$ cat src/rtl/tbt_pkg.sv
package tbt_pkg;

  localparam int SEL_W    = 3;
  localparam int NUM_TAPS = 1 << SEL_W;
  localparam int REG_W    = 8;

  typedef enum logic [1:0] {
    SRC_FAST      = 2'b00,
    SRC_SLOW      = 2'b01,
    SRC_SLOWONLY  = 2'b10,
    SRC_SLOWONLY2 = 2'b11
  } src_mode_e;

  typedef struct packed {
    logic             en;
    logic [SEL_W-1:0] sel;
  } ctrl_t;

  localparam int CTRL_W = $bits(ctrl_t);

  // Untrimmed divide exponent of each fast tap.
  function automatic int fast_exp(input int code);
    case (code)
      0:       return 22;
      1:       return 20;
      2:       return 15;
      3:       return 13;
      4:       return 12;
      5:       return 11;
      6:       return 10;
      default: return 8;
    endcase
  endfunction

  // Untrimmed divide exponent of each slow tap; 0 marks a reserved code.
  function automatic int slow_exp(input int code);
    case (code)
      0:       return 15;
      1:       return 13;
      2:       return 8;
      3:       return 6;
      4:       return 5;
      5:       return 4;
      6:       return 3;
      default: return 0;
    endcase
  endfunction

  function automatic logic code_legal(input src_mode_e m, input logic [SEL_W-1:0] s);
    case (m)
      SRC_FAST: return 1'b1;
      SRC_SLOW: return (slow_exp(int'(s)) != 0);
      default:  return (s <= 3'd1);
    endcase
  endfunction

endpackage

$ cat src/rtl/tbt_ctrl_reg.sv
module tbt_ctrl_reg
  import tbt_pkg::*;
(
  input  logic             clk,
  input  logic             rst_n,
  input  logic             wr_en,
  input  logic [REG_W-1:0] wr_data,
  input  logic             stop_req,
  output ctrl_t            ctrl,
  output logic [REG_W-1:0] rd_data
);

  logic unused_hi_bits;
  assign unused_hi_bits = ^wr_data[REG_W-1:CTRL_W];

  always_ff @(posedge clk or negedge rst_n) begin
    if (!rst_n) begin
      ctrl <= '0;
    end else begin
      if (wr_en) ctrl <= ctrl_t'(wr_data[CTRL_W-1:0]);
      // STOP entry has the last word on the enable.
      if (stop_req) ctrl.en <= 1'b0;
    end
  end

  assign rd_data = {{(REG_W-CTRL_W){1'b0}}, ctrl};

endmodule

$ cat src/rtl/tbt_divider.sv
module tbt_divider #(
  parameter int W = 22
) (
  input  logic         clk,
  input  logic         rst_n,
  input  logic         step,
  output logic [W-1:0] count
);

  always_ff @(posedge clk or negedge rst_n) begin
    if (!rst_n)    count <= '0;
    else if (step) count <= count + 1'b1;
  end

endmodule

$ cat src/rtl/tbt_slow_sync.sv
module tbt_slow_sync (
  input  logic clk,
  input  logic rst_n,
  input  logic clk_slow,
  output logic tick
);

  logic meta_q, sync_q, last_q;

  always_ff @(posedge clk or negedge rst_n) begin
    if (!rst_n) begin
      meta_q <= 1'b0;
      sync_q <= 1'b0;
      last_q <= 1'b0;
    end else begin
      meta_q <= clk_slow;
      sync_q <= meta_q;
      last_q <= sync_q;
    end
  end

  assign tick = sync_q & ~last_q;

endmodule

$ cat src/rtl/tbt_tap_select.sv
module tbt_tap_select
  import tbt_pkg::*;
#(
  parameter int FAST_TRIM = 0,
  parameter int SLOW_TRIM = 0,
  parameter int FAST_W    = 22,
  parameter int SLOW_W    = 15
) (
  input  logic [FAST_W-1:0] fast_cnt,
  input  logic [SLOW_W-1:0] slow_cnt,
  input  src_mode_e         mode,
  input  logic [SEL_W-1:0]  sel,
  output logic              tap
);

  logic [NUM_TAPS-1:0] fast_taps;
  logic [NUM_TAPS-1:0] slow_taps;
  logic                unused_cnt_bits;

  assign unused_cnt_bits = ^{fast_cnt, slow_cnt};

  for (genvar i = 0; i < NUM_TAPS; i++) begin : g_taps
    assign fast_taps[i] = fast_cnt[fast_exp(i) - FAST_TRIM - 1];
    if (slow_exp(i) != 0) begin : g_slow
      assign slow_taps[i] = slow_cnt[slow_exp(i) - SLOW_TRIM - 1];
    end else begin : g_rsvd
      assign slow_taps[i] = 1'b0;
    end
  end

  always_comb begin
    if (!code_legal(mode, sel))  tap = 1'b0;
    else if (mode == SRC_FAST)   tap = fast_taps[sel];
    else                         tap = slow_taps[sel];
  end

endmodule

$ cat src/rtl/tbt_edge_irq.sv
module tbt_edge_irq (
  input  logic clk,
  input  logic rst_n,
  input  logic tap,
  input  logic en,
  output logic irq
);

  logic tap_q;

  always_ff @(posedge clk or negedge rst_n) begin
    if (!rst_n) begin
      tap_q <= 1'b0;
      irq   <= 1'b0;
    end else begin
      tap_q <= tap;
      irq   <= en & tap_q & ~tap;
    end
  end

endmodule

$ cat src/rtl/tbase_irq_timer.sv
module tbase_irq_timer
  import tbt_pkg::*;
#(
  parameter int FAST_TRIM = 0,
  parameter int SLOW_TRIM = 0
) (
  input  logic             clk,
  input  logic             rst_n,
  input  logic             clk_slow,
  input  logic [1:0]       clk_mode,
  input  logic             wr_en,
  input  logic [REG_W-1:0] wr_data,
  output logic [REG_W-1:0] rd_data,
  input  logic             stop_req,
  output logic             irq
);

  localparam int FAST_W = fast_exp(0) - FAST_TRIM;
  localparam int SLOW_W = slow_exp(0) - SLOW_TRIM;

  ctrl_t             ctrl;
  logic              slow_tick;
  logic              tap;
  logic [FAST_W-1:0] fast_cnt;
  logic [SLOW_W-1:0] slow_cnt;

  tbt_ctrl_reg u_reg (
    .clk      (clk),
    .rst_n    (rst_n),
    .wr_en    (wr_en),
    .wr_data  (wr_data),
    .stop_req (stop_req),
    .ctrl     (ctrl),
    .rd_data  (rd_data)
  );

  tbt_divider #(.W(FAST_W)) u_fast_div (
    .clk   (clk),
    .rst_n (rst_n),
    .step  (1'b1),
    .count (fast_cnt)
  );

  tbt_slow_sync u_sync (
    .clk      (clk),
    .rst_n    (rst_n),
    .clk_slow (clk_slow),
    .tick     (slow_tick)
  );

  tbt_divider #(.W(SLOW_W)) u_slow_div (
    .clk   (clk),
    .rst_n (rst_n),
    .step  (slow_tick),
    .count (slow_cnt)
  );

  tbt_tap_select #(
    .FAST_TRIM (FAST_TRIM),
    .SLOW_TRIM (SLOW_TRIM),
    .FAST_W    (FAST_W),
    .SLOW_W    (SLOW_W)
  ) u_tap (
    .fast_cnt (fast_cnt),
    .slow_cnt (slow_cnt),
    .mode     (src_mode_e'(clk_mode)),
    .sel      (ctrl.sel),
    .tap      (tap)
  );

  tbt_edge_irq u_edge (
    .clk   (clk),
    .rst_n (rst_n),
    .tap   (tap),
    .en    (ctrl.en),
    .irq   (irq)
  );

endmodule

$ cat config.mk
export PLATFORM = sky130hd
export DESIGN_NAME = tbase_irq_timer
export DESIGN_NICKNAME = d
export VERILOG_FILES = /design/src/rtl/tbt_pkg.sv /design/src/rtl/tbt_ctrl_reg.sv /design/src/rtl/tbt_divider.sv /design/src/rtl/tbt_slow_sync.sv /design/src/rtl/tbt_tap_select.sv /design/src/rtl/tbt_edge_irq.sv /design/src/rtl/tbase_irq_timer.sv
export SDC_FILE = /design/constraint.sdc
export NUM_CORES = 1
export LEC_CHECK = 0
export BUFFER_PORTS_ARGS = -buffer_cell sky130_fd_sc_hd__buf_2
export CAP_MARGIN = 15
export CELL_PAD_IN_SITES_DETAIL_PLACEMENT = 1
export CELL_PAD_IN_SITES_GLOBAL_PLACEMENT = 2
export CORE_UTILIZATION = 35
export CTS_CLUSTER_SIZE = 24
export DETAILED_ROUTE_END_ITERATION = 8
export PLACE_DENSITY = 0.71
export SLEW_MARGIN = 20
export SYNTH_ARGS = -nofsm -noshare
export SYNTH_HDL_FRONTEND = slang
export SYNTH_HIERARCHICAL = 1
export SYNTH_SLANG_ARGS = --single-unit
$ cat constraint.sdc
create_clock -name clk -period 1.7 [get_ports clk]
set_clock_uncertainty 0.1 [all_clocks]
set_input_delay 0.255 -clock clk [delete_from_list [all_inputs] [get_ports clk]]
set_output_delay 0.255 -clock clk [all_outputs]
set_load 0.01 [all_outputs]
==> Word-level counts from Yosys, hierarchy flattened <==
Cells that the tools add are included.
{ "totals": {"romBits": 0, "register_bits": 46, "ramBits": 0, "mem_count": 0, "latch_bits": 0, "wordCells": 40, "input_bits": 15, "output_inout_bits": 9} }
{ "classes": {"magnitude_cmp": 2, "add_sub_neg": 2, "n_shift": 0, "bitwise_logic": 5, "multipliers": 0, "mux": 11, "n_eq_ne": 7, "n_reduce_logical": 4, "div_mod_pow": 0} }
{ "ops": {"columns": ["op", "n"], "rows": [
  ["$mux 32", 1],
  ["$reduce_bool 32->1", 1],
  ["$pmux 4 s7", 1],
  ["$add 22x1->22 const B", 1],
  ["$add 15x1->15 const B", 1],
  ["$eq 3x3->1 const B", 3],
  ["$bmux 1 s3", 2],
  ["$eq 3x2->1 const B", 2],
  ["$mux 1", 5],
  ["$lt 3x4->1 const B", 1],
  ["$mux 4", 1],
  ["$and 1x1->1", 3],
  ["$eq 3x1->1 const B", 1],
  ["$le 3x1->1 const B", 1],
  ["$logic_not 3->1", 1],
  ["$eq 2x1->1 const B", 1],
  ["$logic_not 2->1", 1],
  ["$not 1->1", 2],
  ["$pmux 1 s2", 1],
  ["$reduce_bool 2->1", 1]
]} }

==> Depth between registers and ports, before layout <==
Gate-level depths: netlist of the first run.
{ "depth": {"word_depth": 8, "mapped_depth": 6} }

==> By module <==
Netlist of the first run, hierarchy kept.
{ "modules_own_cells": {"columns": ["mod", "area_per_inst_um2", "cells_each", "seq_area_each_um2", "n_inst"], "rows": [
  ["tbt_divider at u_fast_div", 989.7, 80, 550.5, 1],
  ["tbt_divider at u_slow_div", 653.1, 54, 375.4, 1],
  ["tbt_ctrl_reg", 211.5, 18, 100.1, 1],
  ["tbt_tap_select", 172.7, 17, 0.0, 1],
  ["tbt_slow_sync", 88.8, 4, 75.1, 1],
  ["tbt_edge_irq", 58.8, 3, 50.0, 1],
  ["tbase_irq_timer", 3.8, 1, 0.0, 1]
]} }

==> Worst setup path after synthesis of the first run <==
OpenSTA, ideal clock, no wires.
{ "synth_timing": {"path_type": "register to register", "startpoint": "register, netlist name u_reg/ctrl[0]", "endpoint": "register u_edge.irq", "stages_incl_launch_ff": 7, "setup_ns": 0.066, "path_slack_ns": -0.010, "required_ns": 1.534, "t_arrival_ns": 1.544, "path_buffers": 1, "cell_sequence": "dfrtp_1 buf_6 mux4_2 nand2b_1 nand2_1 o221a_1 and3b_1"} }
{ "synth_via": {"elab_chain_cells": 8, "elab_cells_between_ends": 20} }
{ "synth_rtl": {"columns": ["item", "line_no", "text"], "rows": [
  ["$eq 3x3->1, or another cell as far along", "tbt_pkg.sv:37", "case (code)"],
  ["$pmux 4 s7", "tbt_pkg.sv:37", null],
  ["$mux 32", "tbt_pkg.sv:50", "case (m)"],
  ["$reduce_bool 32->1", "tbt_pkg.sv:52", "SRC_SLOW: return (slow_exp(int'(s)) != 0);"],
  ["$pmux 1 s2", "tbt_pkg.sv:50", null],
  ["$mux 1 *", "tbt_tap_select.sv:32", "if (!code_legal(mode, sel)) tap = 1'b0;"],
  ["net tap", "tbase_irq_timer.sv:23", "logic tap;"],
  ["$not 1->1 *", "tbt_edge_irq.sv:17", "irq <= en & tap_q & ~tap;"],
  ["$and 1x1->1 *", "tbt_edge_irq.sv:17", null],
  ["to (signal assigned)", "tbt_edge_irq.sv:17", null],
  ["to (decl)", "tbt_edge_irq.sv:6", "output logic irq"]
]} }
Mark *: on every way through the listed nets, which the timed path passes. The rest lies on a longest branch. The select of a mux whose other input is x is not followed.
A chain may end at the register's enable or synchronous reset.

==> Worst setup path in the final report of the first run <==
{ "layout_timing": {"startpoint": "register, netlist name u_reg/ctrl[0]", "endpoint": "register u_edge.irq"} }
{ "layout_via": {"elab_chain_cells": 8, "elab_cells_between_ends": 20} }
{ "layout_rtl": {"columns": ["item", "line_no"], "rows": [
  ["$eq 3x3->1, or another cell as far along", "tbt_pkg.sv:37"],
  ["$pmux 4 s7", "tbt_pkg.sv:37"],
  ["$mux 32", "tbt_pkg.sv:50"],
  ["$reduce_bool 32->1", "tbt_pkg.sv:52"],
  ["$pmux 1 s2", "tbt_pkg.sv:50"],
  ["$mux 1 *", "tbt_tap_select.sv:32"],
  ["net tap", "tbase_irq_timer.sv:23"],
  ["$not 1->1 *", "tbt_edge_irq.sv:17"],
  ["$and 1x1->1 *", "tbt_edge_irq.sv:17"]
]} }
Marks and branches as above.

==> results.py, run 1 <==
metrics = {
    "sta": {
        "rsz0062_at_grt": "yes",
        "drv_slew": 0,
        "whs_ns": 0.0148,
        "min_period_ns": 1.77,
        "tns_ns": -0.106,
        "hold_viol_final": 0,
        "fmax_mhz": 565,
        "setup_violations": 2,
        "fin_ws_ns": -0.0707,
        "fin_crit_sh_pct": 104,
    },
    "power": {
        "internal_power_mw": 1.81,
        "switching_share_pct": 29.5,
        "power_mw": 2.57,
        "clockPowerShare_pct": 24.1,
        "seq_power_share_pct": 56.6,
        "p_switching_mw": 0.757,
        "powerDensity_nw_per_um2": 1020,
        "ir_drop_uv": 543,
        "p_leak_nw": 1.18,
        "power_frac_comb_pct": 19.4,
    },
    "worst_setup_path": {
        "reg2reg_from": "u_reg/ctrl[0]$_DFFE_PN0P_",
        "critPathArrivalTime_ns": 1.90,
        "max_stage_delay_ns": 0.52,
        "cp.buffers_inverters": 0,
        "critPathSlowestCell": "mux4_2",
        "critPathLaunch": "u_reg/ctrl[0]$_DFFE_PN0P_",
        "critPathMaxFanout": 6,
        "crit_family": "multiplexers",
        "crit_path_cell_trace": "mux4_2 -> nand2b_1 -> nand2_1 -> o221a_1 -> and3b_1",
        "crit_path_start_kind": "register",
        "required_ns": 1.83,
        "cp-end-kind": "register",
        "crit_type": "register to register",
    },
    "place": {
        "pre_cts_ws_ns": -0.138,
        "dp_hpwl_um": 2960,
        "io_buffer_count": 15,
        "placed_cell_area_sq_um": 2390,
        "dp_cells": 275,
        "place.gp.congestion": 0.739,
    },
    "hold_path": {
        "hp-start": "stop_req",
        "hold_class": "input pin to register",
    },
    "clock_network": {
        "clk_pin_slew_ns": 0.08,
        "cts_buffer_depth": 2,
        "cts_buffers": 5,
        "htree_levels": 2,
        "cts_tree": "done",
        "insertion_delay_ns": 0.29,
        "root_buffer": "clkbuf_8",
        "clock-sinks": 46,
    },
    "synthesis": {
        "ys.flop_type": "dfrtp_1",
        "synthTopCellsByArea": "dfrtp_1, xnor2_1, xor2_1",
        "syn-instance-count": 177,
        "synth_top_area_share_pct": 52.8,
        "ys_seq_area_share_pct": 52.8,
        "synth-seq-cells": 46,
        "synth-edff-count": 0,
        "ys_warn_count": 6,
        "synth_area_sq_um": 2180,
        "synth_top_cell_by_area": "dfrtp_1",
        "yosysUniqueCellTypes": 38,
        "synthArstFlopShare_pct": 100,
        "syn_area_per_cell_sq_um": 12.3,
    },
    "global_routing": {
        "overflow": 0,
        "grt_pass1_wl_um": 7160,
        "antenna_found_initial": 0,
        "grt_max_degree": 47,
        "grt_usage_pct": 14.8,
        "grt_pass1_vias": 1512,
    },
    "floorplanning": {
        "initial_utilization_pct": 36.6,
        "die_area_sq_um": 6540,
        "dieWidth_um": 80.9,
        "die_y_um": 80.9,
        "pin_count": 24,
        "coreArea_sq_um": 5960,
        "rows": 28,
    },
    "final_layout": {
        "final_util_pct": 42.3,
        "nFillCells": 665,
        "nNetsFinal": 229,
        "instances_no_fill": 287,
        "fin_area_sq_um": 2520,
        "syn_to_final_growth_pct": 15.7,
        "layout-drive-gt1-share_pct": 26.9,
        "layout_common_cells": "dfrtp_1, xnor2_1, nand2_1, buf_2, xor2_1",
        "num_antenna_cells": 0,
        "final_common_cell": "dfrtp_1",
    },
    "status": {
        "violations": "negative setup slack",
        "run_status": "complete, but fails checks",
    },
    "detailed_routing": {
        "drc": 0,
        "vias_per_cell": 4.85,
        "via_count": 1393,
        "first_pass_iters": 3,
        "routed_wl_um": 4120,
        "drt_iter0_markers": 52,
        "detail_route.wl_per_cell_um": 14.4,
        "ant_nets": 0,
    },
    "flow_run": {
        "cap_violations": 0,
    },
}
## kinds of logic after synthesis
logic type | Yosys count | synth area share, %
flip-flops | 46 | 52.8
AND/OR/NAND/NOR | 67 | 19.4
multiplexers | 11 | 6.95
buffers and inverters | 9 | 3.27
AO/OA/AOI/OAI | 5 | 2.01
other | 2 | 0.345
XOR/XNOR | 35 | 14.1
adder cells (fa/ha/maj) | 2 | 1.15
## path summary, 6_finish.rpt
path | endpoint | slack, ns | cells past startpoint
max | u_edge/irq$_DFF_PN0_ | -0.07 | 5
min | u_reg/ctrl[3]$_DFFE_PN0P_ | 0.01 | 2
max reg2reg | u_edge/irq$_DFF_PN0_ | -0.07 | 5
min reg2reg | u_sync/sync_q$_DFF_PN0_ | 0.25 | 0
max in group asynchronous | u_reg/ctrl[0]$_DFFE_PN0P_ | 0.90 | 3
min in group asynchronous | u_slow_div/count[7]$_DFFE_PN0P_ | 0.37 | 3
## area by class of cell
cell class	instances	area [sq um]	area share, %
well taps	75	93.8	3.72
flip-flops and latches	46	1150	45.8
clock buffers	7	76.3	3.03
multi-input cells	129	992	39.4
repair buffers	30	205	8.14
## per-layer routing
metal	vias up	global-route usage [%]	routed length [um]
li1	659	-	-
met1	704	17.9	1930
met2	26	24.5	1960
met3	4	4.16	167
met4	0	6.43	61
met5	-	0	0
## synth_stat cells (2+ instances only)
library cell,number
mux2i_1,2
and3_1,3
conb_1,2
xnor2_1,22
mux2_2,6
nand4_1,7
xor2_1,13
nand2_1,18
nand4_4,2
and4_1,2
ha_1,2
nand3_1,6
nand2b_1,2
nor3_1,4
nor2_1,11
dfrtp_1,46
buf_4,8
## state kept, by name, indices dropped and copies added (netlist names)
register / cells
u_edge/tap_q: 1
u_sync/meta_q: 1
u_reg/ctrl: 4
u_slow_div/count: 15
u_edge/irq: 1
u_sync/last_q: 1
u_sync/sync_q: 1
u_fast_div/count: 22
## power groups by stage
stage               combinational, mW  clock [mW]  sequential, mW
floorplan                       0.327           0            1.45
global placement                0.450           0            1.46
detailed placement              0.482           0            1.47
CTS                             0.492       0.653            1.46
global route                    0.553       0.694            1.48
finish                          0.497       0.618            1.45
## timing repair
item                                   4_1_cts  5_1_grt
setup endpoints to repair                    2        8
pin swaps                                    1        4
hold buffers                                 2        0
buffers inserted                             0        3
gates resized for setup                      2        3
endpoints found under the hold margin       47        0
(Power assumes the default switching activity.)
==> run 2, diff against run 1 <==
--- a/config.mk
+++ b/config.mk
@@ -7,12 +7,10 @@
 export LEC_CHECK = 0
 export BUFFER_PORTS_ARGS = -buffer_cell sky130_fd_sc_hd__buf_2
 export CAP_MARGIN = 15
-export CELL_PAD_IN_SITES_DETAIL_PLACEMENT = 1
-export CELL_PAD_IN_SITES_GLOBAL_PLACEMENT = 2
-export CORE_UTILIZATION = 35
+export CORE_UTILIZATION = 52
 export CTS_CLUSTER_SIZE = 24
 export DETAILED_ROUTE_END_ITERATION = 8
-export PLACE_DENSITY = 0.71
+export PLACE_DENSITY = 0.72
 export SLEW_MARGIN = 20
 export SYNTH_ARGS = -nofsm -noshare
 export SYNTH_HDL_FRONTEND = slang
==> run 2 against run 1 <==
  * Critical path depth stayed put
  * Flip-flop and latch count stayed put
  * Non-clock buffer count down 2
  * Sequential share of layout area rose by 0.97 points
  * Design area down 2.2%
  * Power decreased by 1.2%
  * Global-route usage up 3.6 points
  * Register-to-register slack is essentially flat
  * Die area decreased by 32%
  * Hold slack gained 0.078 ns
  * Combinational power is 5.2% lower
  * The flow still finishes with violations (negative setup slack)
  * Clock power is 0.8% lower
==> results.py, run 2 (synthesized netlist as in run 1, its figures left out) <==
metrics = {
    "status": {
        "run_status": "complete, but fails checks",
        "violations": "negative setup slack",
    },
    "detailed_routing": {
        "route.met3.wl_um": 107,
        "ant_nets": 0,
        "top_layer_used": "met4",
        "drc": 0,
        "routed_wl_um": 3710,
        "wl_met1_um": 1600,
        "drt_iter0_markers": 45,
        "detail_route.wl_per_cell_um": 14.3,
        "via_count": 1368,
        "first_pass_iters": 4,
        "vias_per_cell": 5.26,
        "route.met2.wl_um": 1930,
    },
    "power": {
        "ir_drop_uv": 554,
        "powerDensity_nw_per_um2": 1030,
        "power_mw": 2.54,
        "p_leak_nw": 1.17,
    },
    "final_layout": {
        "fin_area_sq_um": 2470,
        "layout-drive-gt1-share_pct": 23.8,
        "final_common_cell": "dfrtp_1",
        "largest-register": "u_fast_div/count",
        "final_util_pct": 61.7,
        "nFillCells": 327,
        "largest_reg_flops": 22,
        "syn_to_final_growth_pct": 13.2,
        "layout_common_cells": "dfrtp_1, xnor2_1, nand2_1, buf_2, xor2_1",
        "num_antenna_cells": 0,
        "instances_no_fill": 260,
        "reg_top3": "u_fast_div/count x22, u_slow_div/count x15, u_reg/ctrl x4",
        "nNetsFinal": 227,
    },
    "clock_network": {
        "cts_buffer_depth": 2,
        "clk_pin_slew_ns": 0.08,
        "insertion_delay_ns": 0.29,
        "root_buffer": "clkbuf_8",
        "clock-sinks": 46,
        "htree_levels": 2,
        "cts_buffers": 5,
        "cts_tree": "done",
    },
    "sta": {
        "rsz0062_at_grt": "yes",
        "setup_violations": 1,
        "drv_slew": 0,
        "whs_ns": 0.0923,
        "fin_crit_sh_pct": 104,
        "hold_viol_final": 0,
        "fin_ws_ns": -0.0675,
        "min_period_ns": 1.77,
        "fmax_mhz": 566,
    },
    "worst_setup_path": {
        "required_ns": 1.84,
        "crit_path_start_kind": "register",
        "crit_type": "register to register",
        "critPathArrivalTime_ns": 1.90,
        "critPathMaxFanout": 6,
        "cp-end-kind": "register",
    },
    "place": {
        "dp_hpwl_um": 2690,
        "dp_cells": 249,
        "placed_cell_area_sq_um": 2350,
        "io_buffer_count": 15,
        "place.gp.congestion": 0.757,
    },
    "flow_run": {
        "cap_violations": 0,
    },
    "floorplanning": {
        "die_area_sq_um": 4450,
        "dieWidth_um": 66.7,
        "rows": 23,
        "die_y_um": 66.7,
        "initial_utilization_pct": 54.5,
        "pin_count": 24,
        "coreArea_sq_um": 4000,
    },
    "global_routing": {
        "antenna_found_initial": 0,
        "overflow": 0,
        "grt_pass1_wl_um": 5960,
        "grt_max_degree": 29,
        "grt_usage_pct": 18.4,
        "grt_pass1_vias": 1397,
    },
    "hold_path": {
        "hold_class": "input pin to register",
    },
}
## run 2: worst max-delay path, cell delays in order, from the launching register on
cell	delay, ns
dfrtp_2	0.45
mux4_2	0.53
nand2b_1	0.11
nand2_1	0.05
o221a_1	0.26
and3b_1	0.21
## run 2: area by class of cell
class,instances,area (sq um),share of cell area (%)
multi-input cells,129,982,39.8
clock buffers,7,76.3,3.09
flip-flops and latches,46,1150,46.7
well taps,50,62.6,2.54
repair buffers,28,193,7.81
## run 2: repair_timing
item                                   in CTS  in global routing
pin swaps                                   1                  1
setup buffers                               0                  1
setup endpoints to repair                   2                  5
endpoints found under the hold margin      20                  0
gates resized for setup                     1                  0
hold buffers                                3                  0
## run 2: per-layer routing
metal | global-route usage [%] | vias to the layer above
li1 | - | 654
met1 | 20.5 | 681
met2 | 32.1 | 23
met3 | 5.31 | 10
met4 | 8.24 | 0
met5 | 0 | -
## run 2: path summary, 6_finish.rpt
kind,from,slack (ns),depth (start not counted),to
worst max register to register,u_reg/ctrl[0]$_DFFE_PN0P_,-0.07,5,u_edge/irq$_DFF_PN0_
worst min-delay path,wr_data[1],0.09,2,u_reg/ctrl[1]$_DFFE_PN0P_
worst max-delay path,u_reg/ctrl[0]$_DFFE_PN0P_,-0.07,5,u_edge/irq$_DFF_PN0_
max in group asynchronous,rst_n,0.68,3,u_reg/ctrl[0]$_DFFE_PN0P_
worst min register to register,u_sync/meta_q$_DFF_PN0_,0.25,0,u_sync/sync_q$_DFF_PN0_
min in group asynchronous,rst_n,0.33,2,u_slow_div/count[7]$_DFFE_PN0P_
## run 2: stage by stage
step           TNS [ns]  setup slack (ns)
3_5_place_dp     -0.150            -0.148
4_1_cts         -0.0787           -0.0787
3_3_place_gp    -0.0601           -0.0601
2_1_floorplan         0           0.00730
5_1_grt          -0.129            -0.129
6_report        -0.0675           -0.0675
## run 2: report_power, final
part	leakage, nW	switching, mW	internal [mW]	total [mW]
sequential	0.605	0.198	1.26	1.45
clock	0.0383	0.330	0.283	0.613
combinational	0.524	0.214	0.257	0.471
total	1.17	0.741	1.80	2.54
